$ cat src/rtl/bra_pkg.sv
package bra_pkg;

  typedef enum logic [2:0] {
    ST_OWN     = 3'd0,
    ST_RFSH    = 3'd1,
    ST_REL     = 3'd2,
    ST_RECLAIM = 3'd3,
    ST_TURN    = 3'd4
  } arb_state_t;

  // A strobe counts only outside a locked sequence.
  function automatic logic is_boundary(input logic cyc_end, input logic lock);
    return cyc_end & ~lock;
  endfunction

  // The local side owns the pads when idle-owning or refreshing.
  function automatic logic local_drives(input arb_state_t s);
    return (s == ST_OWN) || (s == ST_RFSH);
  endfunction

endpackage

$ cat src/rtl/bra_boundary.sv
module bra_boundary (
  input  logic cyc_end_i,
  input  logic lock_i,
  output logic boundary_o
);
  import bra_pkg::*;

  always_comb boundary_o = is_boundary(cyc_end_i, lock_i);

endmodule

$ cat src/rtl/bra_rfsh_pend.sv
module bra_rfsh_pend (
  input  logic clk,
  input  logic rst,
  input  logic rfsh_req_i,
  input  logic grant_start_i,
  output logic want_o
);
  logic pend_q;

  // Pending flag survives until a grant starts; a request in the same
  // cycle as the grant start is served by that grant.
  always_ff @(posedge clk) begin
    if (rst) pend_q <= 1'b0;
    else     pend_q <= (pend_q | rfsh_req_i) & ~grant_start_i;
  end

  always_comb want_o = pend_q | rfsh_req_i;

endmodule

$ cat src/rtl/bra_turn_timer.sv
module bra_turn_timer #(
  parameter int TURN_CYCLES = 1
) (
  input  logic clk,
  input  logic rst,
  input  logic in_turn_i,
  output logic turn_done_o
);
  localparam int CW = (TURN_CYCLES < 2) ? 1 : $clog2(TURN_CYCLES + 1);
  localparam logic [CW-1:0] LAST = CW'(TURN_CYCLES - 1);

  logic [CW-1:0] cnt_q;

  always_ff @(posedge clk) begin
    if (rst || !in_turn_i) cnt_q <= '0;
    else                   cnt_q <= cnt_q + 1'b1;
  end

  always_comb turn_done_o = in_turn_i && (cnt_q == LAST);

endmodule

$ cat src/rtl/bra_fsm.sv
module bra_fsm (
  input  logic clk,
  input  logic rst,
  input  logic boundary_i,
  input  logic rel_req_i,
  input  logic want_rfsh_i,
  input  logic rfsh_done_i,
  input  logic turn_done_i,
  output logic grant_start_o,
  output logic in_turn_o,
  output logic rel_ack_o,
  output logic rfsh_gnt_o,
  output logic local_drive_o
);
  import bra_pkg::*;

  arb_state_t state_q, state_d;

  always_comb begin
    state_d = state_q;
    unique case (state_q)
      ST_OWN: begin
        if (boundary_i) begin
          if (want_rfsh_i)    state_d = ST_RFSH;
          else if (rel_req_i) state_d = ST_REL;
        end
      end
      ST_RFSH: begin
        if (rfsh_done_i) state_d = rel_req_i ? ST_REL : ST_OWN;
      end
      ST_REL: begin
        if (!rel_req_i)       state_d = ST_TURN;
        else if (want_rfsh_i) state_d = ST_RECLAIM;
      end
      ST_RECLAIM: begin
        if (!rel_req_i) state_d = ST_TURN;
      end
      ST_TURN: begin
        if (turn_done_i) state_d = want_rfsh_i ? ST_RFSH : ST_OWN;
      end
      default: state_d = ST_OWN;
    endcase
  end

  always_ff @(posedge clk) begin
    if (rst) state_q <= ST_OWN;
    else     state_q <= state_d;
  end

  always_comb begin
    grant_start_o = (state_d == ST_RFSH) && (state_q != ST_RFSH);
    in_turn_o     = (state_q == ST_TURN);
    rel_ack_o     = (state_q == ST_REL);
    rfsh_gnt_o    = (state_q == ST_RFSH);
    local_drive_o = local_drives(state_q);
  end

endmodule

$ cat src/rtl/bus_release_arbiter.sv
module bus_release_arbiter #(
  parameter int TURN_CYCLES = 1
) (
  input  logic clk,
  input  logic rst,
  input  logic rel_req_i,
  input  logic rfsh_req_i,
  input  logic cyc_end_i,
  input  logic lock_i,
  input  logic rfsh_done_i,
  output logic rel_ack_o,
  output logic rfsh_gnt_o,
  output logic local_drive_o
);
  // Named internal events, visible to the bound checker.
  logic boundary;
  logic want_rfsh;
  logic grant_start;
  logic in_turn;
  logic turn_done;

  bra_boundary u_bnd (
    .cyc_end_i (cyc_end_i),
    .lock_i    (lock_i),
    .boundary_o(boundary)
  );

  bra_rfsh_pend u_pend (
    .clk          (clk),
    .rst          (rst),
    .rfsh_req_i   (rfsh_req_i),
    .grant_start_i(grant_start),
    .want_o       (want_rfsh)
  );

  bra_turn_timer #(.TURN_CYCLES(TURN_CYCLES)) u_turn (
    .clk        (clk),
    .rst        (rst),
    .in_turn_i  (in_turn),
    .turn_done_o(turn_done)
  );

  bra_fsm u_fsm (
    .clk          (clk),
    .rst          (rst),
    .boundary_i   (boundary),
    .rel_req_i    (rel_req_i),
    .want_rfsh_i  (want_rfsh),
    .rfsh_done_i  (rfsh_done_i),
    .turn_done_i  (turn_done),
    .grant_start_o(grant_start),
    .in_turn_o    (in_turn),
    .rel_ack_o    (rel_ack_o),
    .rfsh_gnt_o   (rfsh_gnt_o),
    .local_drive_o(local_drive_o)
  );

endmodule

$ cat config.mk
export PLATFORM = sky130hd
export DESIGN_NAME = bus_release_arbiter
export DESIGN_NICKNAME = d
export VERILOG_FILES = /design/src/rtl/bra_pkg.sv /design/src/rtl/bra_boundary.sv /design/src/rtl/bra_rfsh_pend.sv /design/src/rtl/bra_turn_timer.sv /design/src/rtl/bra_fsm.sv /design/src/rtl/bus_release_arbiter.sv
export SDC_FILE = /design/constraint.sdc
export NUM_CORES = 1
export LEC_CHECK = 0
export ABC_AREA = 1
export BUFFER_PORTS_ARGS = -buffer_cell sky130_fd_sc_hd__buf_2
export CELL_PAD_IN_SITES_DETAIL_PLACEMENT = 0
export CELL_PAD_IN_SITES_GLOBAL_PLACEMENT = 1
export CORE_AREA = 2 2 39 41
export DETAILED_ROUTE_END_ITERATION = 6
export DIE_AREA = 0 0 41 43
export PLACE_DENSITY_LB_ADDON = 0.12
export SLEW_MARGIN = 25
export SYNTH_ARGS = -nofsm -noshare
export SYNTH_HDL_FRONTEND = slang
export SYNTH_SLANG_ARGS = --single-unit
$ cat constraint.sdc
create_clock -name clk -period 1.7 [get_ports clk]
set_clock_uncertainty 0.1 [all_clocks]
set_input_delay 0.34 -clock clk [delete_from_list [all_inputs] [get_ports clk]]
set_output_delay 0.34 -clock clk [all_outputs]
set_load 0.02 [all_outputs]
* Word-level counts from Yosys, hierarchy flattened
Cells that the tools add are included.
** Operators by class
- Bitwise gates (word level) :: 6
- Mux-type cells :: 11
- Reduce and logical (&&, ||, !) cells :: 6
- Add/subtract/negate cells :: 1
- Equal/unequal tests :: 6
** Operators by type and width (count)
- 2-to-1 mux 3 bit :: 8
- case mux 3 bit (5 select lines) :: 1
- equality test 3 x 1 -> 1 bit (second input constant) :: 2
- equality test 3 x 2 -> 1 bit (second input constant) :: 2
- equality test 3 bit (second input constant) :: 1
- logical NOT 3 bit :: 1
- != test 3 x 1 -> 1 bit (second input constant) :: 1
- NOT 1 bit :: 3
- AND 1 bit :: 2
- logical AND 1 bit :: 2
- logical OR 1 bit :: 2
- 2-to-1 mux 2 bit :: 1
- adder 1 bit (second input constant) :: 1
- logical NOT 1 bit :: 1
- 2-to-1 mux 1 bit :: 1
- bitwise OR 1 bit :: 1
** Storage, ports and cells
- Register bits :: 5
- Logic and storage cells :: 33

* Depth between registers and ports, before layout
Gate-level depths: netlist of the first run.
- Depth in word-level cells :: 8
- Mapped depth :: 8
- Mapped depth without buffers :: 8

* Cells and area by module
Synthesis of the first run repeated with hierarchy kept, for this count alone.
** Second synthesis, totals
- Cell total of the unflattened synthesis :: 56
- Area total of the unflattened synthesis :: 336.6 um2
** Modules (own cells, without submodules)
- bra_fsm :: times used 1, area an instance 241.5 um2, cells each 42
- bra_rfsh_pend :: times used 1, area an instance 45.0 um2, cells each 7
- bra_turn_timer :: times used 1, area an instance 40.0 um2, cells each 5
- bra_boundary :: times used 1, area an instance 10.0 um2, cells each 2

* Worst setup path after synthesis of the first run
Ideal clock, no wire load.
- Kind :: reg2out
- Start point :: register u_fsm.state_q[1]
- End point :: output local_drive_o
- Stages on the path, launching flop included :: 4
- Data required time :: 1.260 ns
- Setup slack :: 0.209 ns
- Arrival :: 1.051 ns
- Cells stage by stage :: dfxtp_1 -> buf_6 -> nor3_2 -> or2_2
** Between the ends
- Cells in the longest elaborated chain, start to end :: 2
** Ends and longest elaborated chain
- start, declared :: RTL line bra_fsm.sv:17 : arb_state_t state_q, state_d;
- start signal, assigned :: RTL line bra_fsm.sv:47 : else state_q <= state_d;
- equality test 3 x 1 -> 1 bit
- via rfsh_gnt_o :: RTL line bus_release_arbiter.sv:12 : output logic rfsh_gnt_o,
- logical OR 1 bit :: RTL line bra_pkg.sv:18 : return (s == ST_OWN) || (s == ST_RFSH);
- end, declared :: RTL line bus_release_arbiter.sv:13 : output logic local_drive_o
The timed path passes the listed nets, and every way through them passes these cells.

* Worst setup path in the final report of the first run
- Start point :: register u_fsm.state_q[2]
- End point :: output local_drive_o
** Between the ends
- Cells in the longest elaborated chain, start to end :: 2
** Ends and longest elaborated chain (RTL line)
- equality test 3 x 1 -> 1 bit or logical NOT 3 bit (tied branches) :: bra_pkg.sv:18
- logical OR 1 bit (*) :: bra_pkg.sv:18
Mark *: on every way between the ends. The rest lies on a longest branch, timed or not.

==> flow_summary_export.csv, run 1 <==
group,metric,value,unit
setup_path,r2r_end,"u_pend.pend_q",
grt,grt_overflow,0,
worst_hold_path,min_to,"u_fsm.state_q[0]",
job,drv_cap,0,
synthesis,yosys.area_share.simple,0.529,
setup_path,r2r_start,"u_fsm.state_q[1]",
synthesis,ys.flop_type,"dfxtp_1",
pwr,leakage,0.255,nW
synthesis,syn_area_per_cell,6.21,um^2
drt,drt-vias-per-instance,4.26,
setup_path,rr_worst_depth,8,
clock_network,clock_latency,0.24,ns
timing,setup_viol,0,
clock_network,path_clk_slew,0.04,ns
synthesis,muxShareOfSynthArea,0,
pwr,p_total,0.533,mW
timing,maxSlewHeadroom,0.858,
synthesis,synth_top_family_by_area,"simple AND/OR/NAND/NOR gates",
timing,layout_min_cycle_time,1.61,ns
die,core-area,0.00138,mm^2
grt,grt_max_degree,8,
grt,first_global_vias,355,
setup_path,crit_fanout,3,
drt,postRouteWirelength,834,um
synthesis,synth_xor_area_frac,0,
setup_path,cp_cell_sequence,"buf_4 -> nor3_4 -> or2_4 -> buf_6",
clock_network,cts_tree,"done",
die,row_count,14,
drt,detail_route.wl_per_cell,9.37,um
timing,hold-worst-slack,0.217,ns
finish,area_growth,35.8,%
drt,drc,0,
setup_path,cpPeakStageDelay,0.34,ns
setup_path,critPathArrivalTime,1.17,ns
place,placed_area,428,um^2
setup_path,startpoint_type,"register",
synthesis,synth-edff-count,0,
finish,utilization,0.360,
finish,fin_nets,81,
pwr,ir_drop,0.317,mV
worst_hold_path,hold_start,"rst",
timing,post-route-period-util,0.949,
clock_network,clk_path_buf_depth,2,
timing,setup_tns,0,ns
grt,grt_pass1_wl,1.33,mm
synthesis,ys_top_cells_by_count,"nand2_1 (12), inv_1 (8), nor2_1 (8), nand3_1 (6), dfxtp_1 (5)",
clock_network,clock-sinks,5,
setup_path,r2r_setup_slack,0.42,ns
synthesis,yosys-top-cells-area,"dfxtp_1 (27%), nand2_1 (12%), nand3_1 (8.2%), nand3_2 (8.2%), inv_1 (8.2%)",
die,die_w,41,um
clock_network,h-tree-depth,1,
drt,vias,379,
drt,antenna_left,0,
synthesis,synthesis.area,367,um^2
clock_network,cts_made_buffers,3,
synthesis,synth_seq_cells,5,
place,gp_congestion,0.687,
synthesis,synthArstFlopShare,0,
timing,rsz0062_at_grt,"no",
synthesis,yosysWarnings,0,
synthesis,yosysTopAreaCellShare,0.273,
finish,filler_cell_count,158,
place,hpwlAfterDp,655,um
setup_path,critPathKind,"register to output pin",
place,io_buffer_count,9,
timing,slew_viol_final,0,
die,pin_count,10,
pwr,powerDensity,1070,mW/mm^2
timing,hold_viol_final,0,
clock_network,cts-root-buf,"clkbuf_4",
finish,num_antenna_cells,0,
timing,worst_pin_slew,0.212,ns
drt,firstDrtPassIters,2,
synthesis,synthAdderAreaFrac,0,
die,start_util,0.265,
synthesis,synth.distinct_cells,17,
finish,drive_gt1_frac,0.425,
synthesis,synth_most_common_cell,"nand2_1",
grt,antenna_found_initial,0,
worst_hold_path,hold_depth,2,
setup_path,crit_slowest_cell,"dfxtp_4",
setup_path,critPathCaptureType,"output pin",
synthesis,synthCells,59,
die,die-area,0.00176,mm^2
worst_hold_path,min_path_type,"primary input to register",
timing,timing.fmax,0.620,GHz
grt,track_usage,0.120,
finish,stdcell_area,498,um^2
die,die_h,43,um
setup_path,critical_path_required,1.26,ns
status,status,"complete, no violations",
synthesis,yosys.area.top_type,"dfxtp_1",
synthesis,syn-num-nets,66,
synthesis,yosysSeqAreaShare,0.273,
drt,drtIter0Drc,2,
synthesis,synth_compound_area_frac,0.0546,
[layout make-up]
type / instances / area (um^2) / area share
inverters: 11 / 42.5 / 0.0854
repair buffers: 11 / 70.1 / 0.141
clock buffers: 4 / 26.3 / 0.0528
flip-flops and latches: 5 / 109 / 0.219
multi-input cells: 42 / 230 / 0.462
well taps: 16 / 20.0 / 0.0402
[how the worst max path moves through the flow]
stage                     slack [ns]  cells past startpoint        startpoint            end
final                           0.09                      4  u_fsm.state_q[2]  local_drive_o
after global placement          0.13                      5  u_fsm.state_q[0]  local_drive_o
after floorplan                 0.21                      3  u_fsm.state_q[1]  local_drive_o
after global routing            0.03                      4  u_fsm.state_q[1]  local_drive_o
after detailed placement        0.14                      5  u_fsm.state_q[2]  local_drive_o
after CTS                      0.007                      4  u_fsm.state_q[1]  local_drive_o
[critical path, delay by kind of cell (launching register included)]
| kind | cells | cell delay, ns |
|---|---|---|
| simple gates | 2 | 0.35 |
| flops | 1 | 0.34 |
| buf+inv | 2 | 0.24 |
[metrics by stage]
stage / setup slack, ns / instances
after CTS: 0.00662 / 88
after global routing: 0.0293 / 89
after floorplan: 0.209 / 59
after detailed placement: 0.145 / 84
final: 0.0873 / 89
after global placement: 0.129 / 84
[sequential cells by signal (all words and copies together), names as in the netlist]
| register | flops |
|---|---|
| u_pend.pend_q | 1 |
| u_fsm.state_q | 3 |
| u_turn.cnt_q | 1 |
[power breakdown]
group	internal (mW)	switching (mW)	total [mW]	leakage [nW]
Combinational	0.105	0.143	0.248	0.197
Clock	0.0884	0.0432	0.132	0.0150
Sequential	0.136	0.0171	0.154	0.0428
[timing repair]
| item | 4_1_cts | 5_1_grt |
|---|---|---|
| endpoints found under the hold margin | 0 | 0 |
| resized for setup | 7 | 6 |
| buffers inserted | 0 | 1 |
| hold buffers | 0 | 0 |
| pin swaps | 0 | 1 |
| cloned | 0 | 0 |
| setup endpoints to repair | 1 | 1 |
[layout by cell type, fill, tap and decap left out, drive strengths merged, types with 2 or more instances in the layout]
| cell type | netlist | layout |
|---|---|---|
| buf | 1 | 11 |
| dfxtp | 5 | 5 |
| inv | 10 | 10 |
| clkbuf | 0 | 4 |
| nor3 | 2 | 2 |
| nor2 | 12 | 12 |
| nand3 | 9 | 9 |
| a21oi | 3 | 3 |
| nand2 | 13 | 13 |
[logic make-up (layout without fill, tap and decap cells)]
| logic type | count (synthesis) | after routing |
|---|---|---|
| buf+inv | 12 | 26 |
| compound gates | 4 | 4 |
| simple gates | 38 | 38 |
| flops | 5 | 5 |
[metal layers]
metal,vias up,share of wire,global-route usage,routed length (um)
li1,212,-,-,-
met1,158,0.40,0.119,332
met2,7,0.53,0.191,440
met3,2,0.060,0.0157,50
met4,0,0.014,0.120,12
met5,-,0,0,0
Power figures use the tool's default switching activity.
==> run 2: changes to the inputs <==
==> constraint.sdc (replaced) <==
create_clock -name clk -period 1.7 [get_ports clk]
set_clock_uncertainty 0.1 [all_clocks]
set_input_delay 0.17 -clock clk [delete_from_list [all_inputs] [get_ports clk]]
set_output_delay 0.17 -clock clk [all_outputs]
set_load 0.02 [all_outputs]
==> run 2 against run 1 <==
  * Die area is the same
  * Global-route usage shrank 0.59 points
  * Core utilization shrank 3.3 points
  * Register-to-register slack gained 0.09 ns
  * Critical endpoint unchanged
  * Critical path type unchanged
  * Highest routed layer unchanged
==> flow_summary_export.csv, run 2 (synthesis gave the netlist of run 1 again) <==
group,metric,value,unit
status,status,"complete, no violations",
drt,postRouteWirelength,744,um
clock_network,cts-root-buf,"clkbuf_4",
die,core-area,0.00138,mm^2
timing,rsz0062_at_grt,"no",
timing,slew_viol_final,0,
drt,antenna_left,0,
setup_path,cpPeakStageDelay,0.39,ns
pwr,net-switching-power,0.185,mW
clock_network,h-tree-depth,1,
worst_hold_path,min_to,"u_fsm.state_q[1]",
grt,grt_overflow,0,
finish,layout_common_cells,"nand2_1 (12), buf_2 (9), inv_1 (8), nor2_1 (8), nand3_1 (6)",
drt,drt-vias-per-instance,4.26,
timing,layout_min_cycle_time,1.57,ns
clock_network,post_cts_buffers,0,
finish,area_growth,23.5,%
finish,filler_cell_count,166,
setup_path,crit_slowest_cell,"dfxtp_4",
setup_path,critPathArrivalTime,1.30,ns
finish,num_antenna_cells,0,
setup_path,crit_fanout,8,
finish,top_register,"u_fsm.state_q",
timing,setup_tns,0,ns
grt,track_usage,0.114,
timing,post-route-period-util,0.924,
finish,final_common_cell,"nand2_1",
place,hpwlAfterDp,647,um
pwr,p_comb_frac,0.403,
setup_path,critical_path_required,1.43,ns
setup_path,r2r_setup_slack,0.51,ns
grt,grt_max_degree,9,
drt,detail_route.wl_per_cell,8.55,um
timing,hold_viol_final,0,
pwr,clkPwrFrac,0.273,
setup_path,cp_cell_sequence,"nor2_2 -> nand2_1 -> clkinv_1 -> or2_2 -> buf_2",
place,io_buffer_count,9,
clock_network,postCtsHoldBufs,0,
die,pin_count,10,
die,die_h,43,um
timing,timing.fmax,0.637,GHz
finish,top_regs,"u_fsm.state_q: 3 flops, u_pend.pend_q: 1 flops, u_turn.cnt_q: 1 flops",
clock_network,clk_path_buf_depth,2,
place,gp_congestion,0.734,
setup_path,critPathKind,"register to output pin",
drt,drc,0,
finish,fin_nets,79,
setup_path,rr_worst_depth,8,
drt,drtIter0Drc,0,
timing,maxSlewHeadroom,0.854,
clock_network,cts_tree,"done",
finish,drive_gt1_frac,0.380,
timing,setup_viol,0,
die,die-area,0.00176,mm^2
pwr,ir_drop,0.374,mV
drt,firstDrtPassIters,1,
die,die_w,41,um
pwr,pwr-share-seq,0.325,
die,row_count,14,
pwr,powerDensity,1070,mW/mm^2
clock_network,cts_made_buffers,3,
worst_hold_path,hold_depth,2,
grt,first_global_vias,355,
finish,largest_register_ffs,3,
pwr,p_int,0.298,mW
pwr,swShare,0.384,
clock_network,clock-sinks,5,
setup_path,r2r_end,"u_pend.pend_q",
clock_network,clock_latency,0.23,ns
grt,grt_pass1_wl,1.28,mm
drt,vias,371,
pwr,leakage,0.240,nW
setup_path,r2r_start,"u_fsm.state_q[0]",
setup_path,critPathCaptureType,"output pin",
finish,stdcell_area,453,um^2
worst_hold_path,hold_start,"rst",
clock_network,path_clk_slew,0.04,ns
grt,antenna_found_initial,0,
place,placed_area,420,um^2
job,drv_cap,0,
die,start_util,0.265,
timing,worst_pin_slew,0.218,ns
worst_hold_path,min_path_type,"primary input to register",
setup_path,startpoint_type,"register",
==> run 2: power groups by stage <==
stage | combinational (mW) | clock (mW) | sequential (mW)
2_1_floorplan | 0.166 | 0 | 0.146
3_3_place_gp | 0.202 | 0 | 0.157
3_5_place_dp | 0.199 | 0 | 0.156
4_1_cts | 0.200 | 0.140 | 0.155
5_1_grt | 0.224 | 0.142 | 0.160
6_report | 0.195 | 0.132 | 0.157
==> run 2: layer usage <==
layer / vias to the layer above / track usage / part of all wire
met5: - / 0 / 0
met4: 0 / 0.120 / 0.011
met3: 2 / 0.0157 / 0.052
met2: 7 / 0.166 / 0.51
met1: 155 / 0.126 / 0.43
li1: 207 / - / -
==> run 2: per-stage QoR <==
step	cells	power, mW	hold WS (ns)	utilization	setup slack [ns]
6_report	87	0.483	0.0399	0.327	0.130
5_1_grt	87	0.526	0.0414	0.327	0.0261
4_1_cts	87	0.494	0.0356	0.324	0.0666
3_5_place_dp	83	0.355	0.292	0.304	0.234
3_3_place_gp	83	0.359	0.296	0.304	0.248
2_1_floorplan	59	0.312	0.139	-	0.379
==> run 2: timing repair <==
action                     CTS  global route
resized for setup            1             3
gates cloned                 0             0
setup endpoints to repair    1             1
hold endpoints to repair     0             0
==> run 2: how the worst max path moves through the flow <==
stage,from,endpoint,slack (ns)
floorplan,u_fsm.state_q[1],local_drive_o,0.38
global placement,u_fsm.state_q[1],local_drive_o,0.25
detailed placement,u_fsm.state_q[1],local_drive_o,0.23
CTS,u_fsm.state_q[2],local_drive_o,0.07
global route,u_fsm.state_q[1],local_drive_o,0.03
finish,u_fsm.state_q[1],local_drive_o,0.13
==> run 2: layout make-up <==
cell class	instances	area, um^2	area share
clock buffer	4	26.3	0.0580
timing repair buffer	9	45.0	0.0994
inverter	11	41.3	0.0912
tap	16	20.0	0.0442
sequential	5	106	0.235
multi-input combinational	42	214	0.472
==> run 2: critical path: cells and delay by family, from the launching register on <==
kind                   cells  cell delay, ns
DFF                        1            0.39
and+or+nand+nor            3            0.44
buffers and inverters      2            0.24
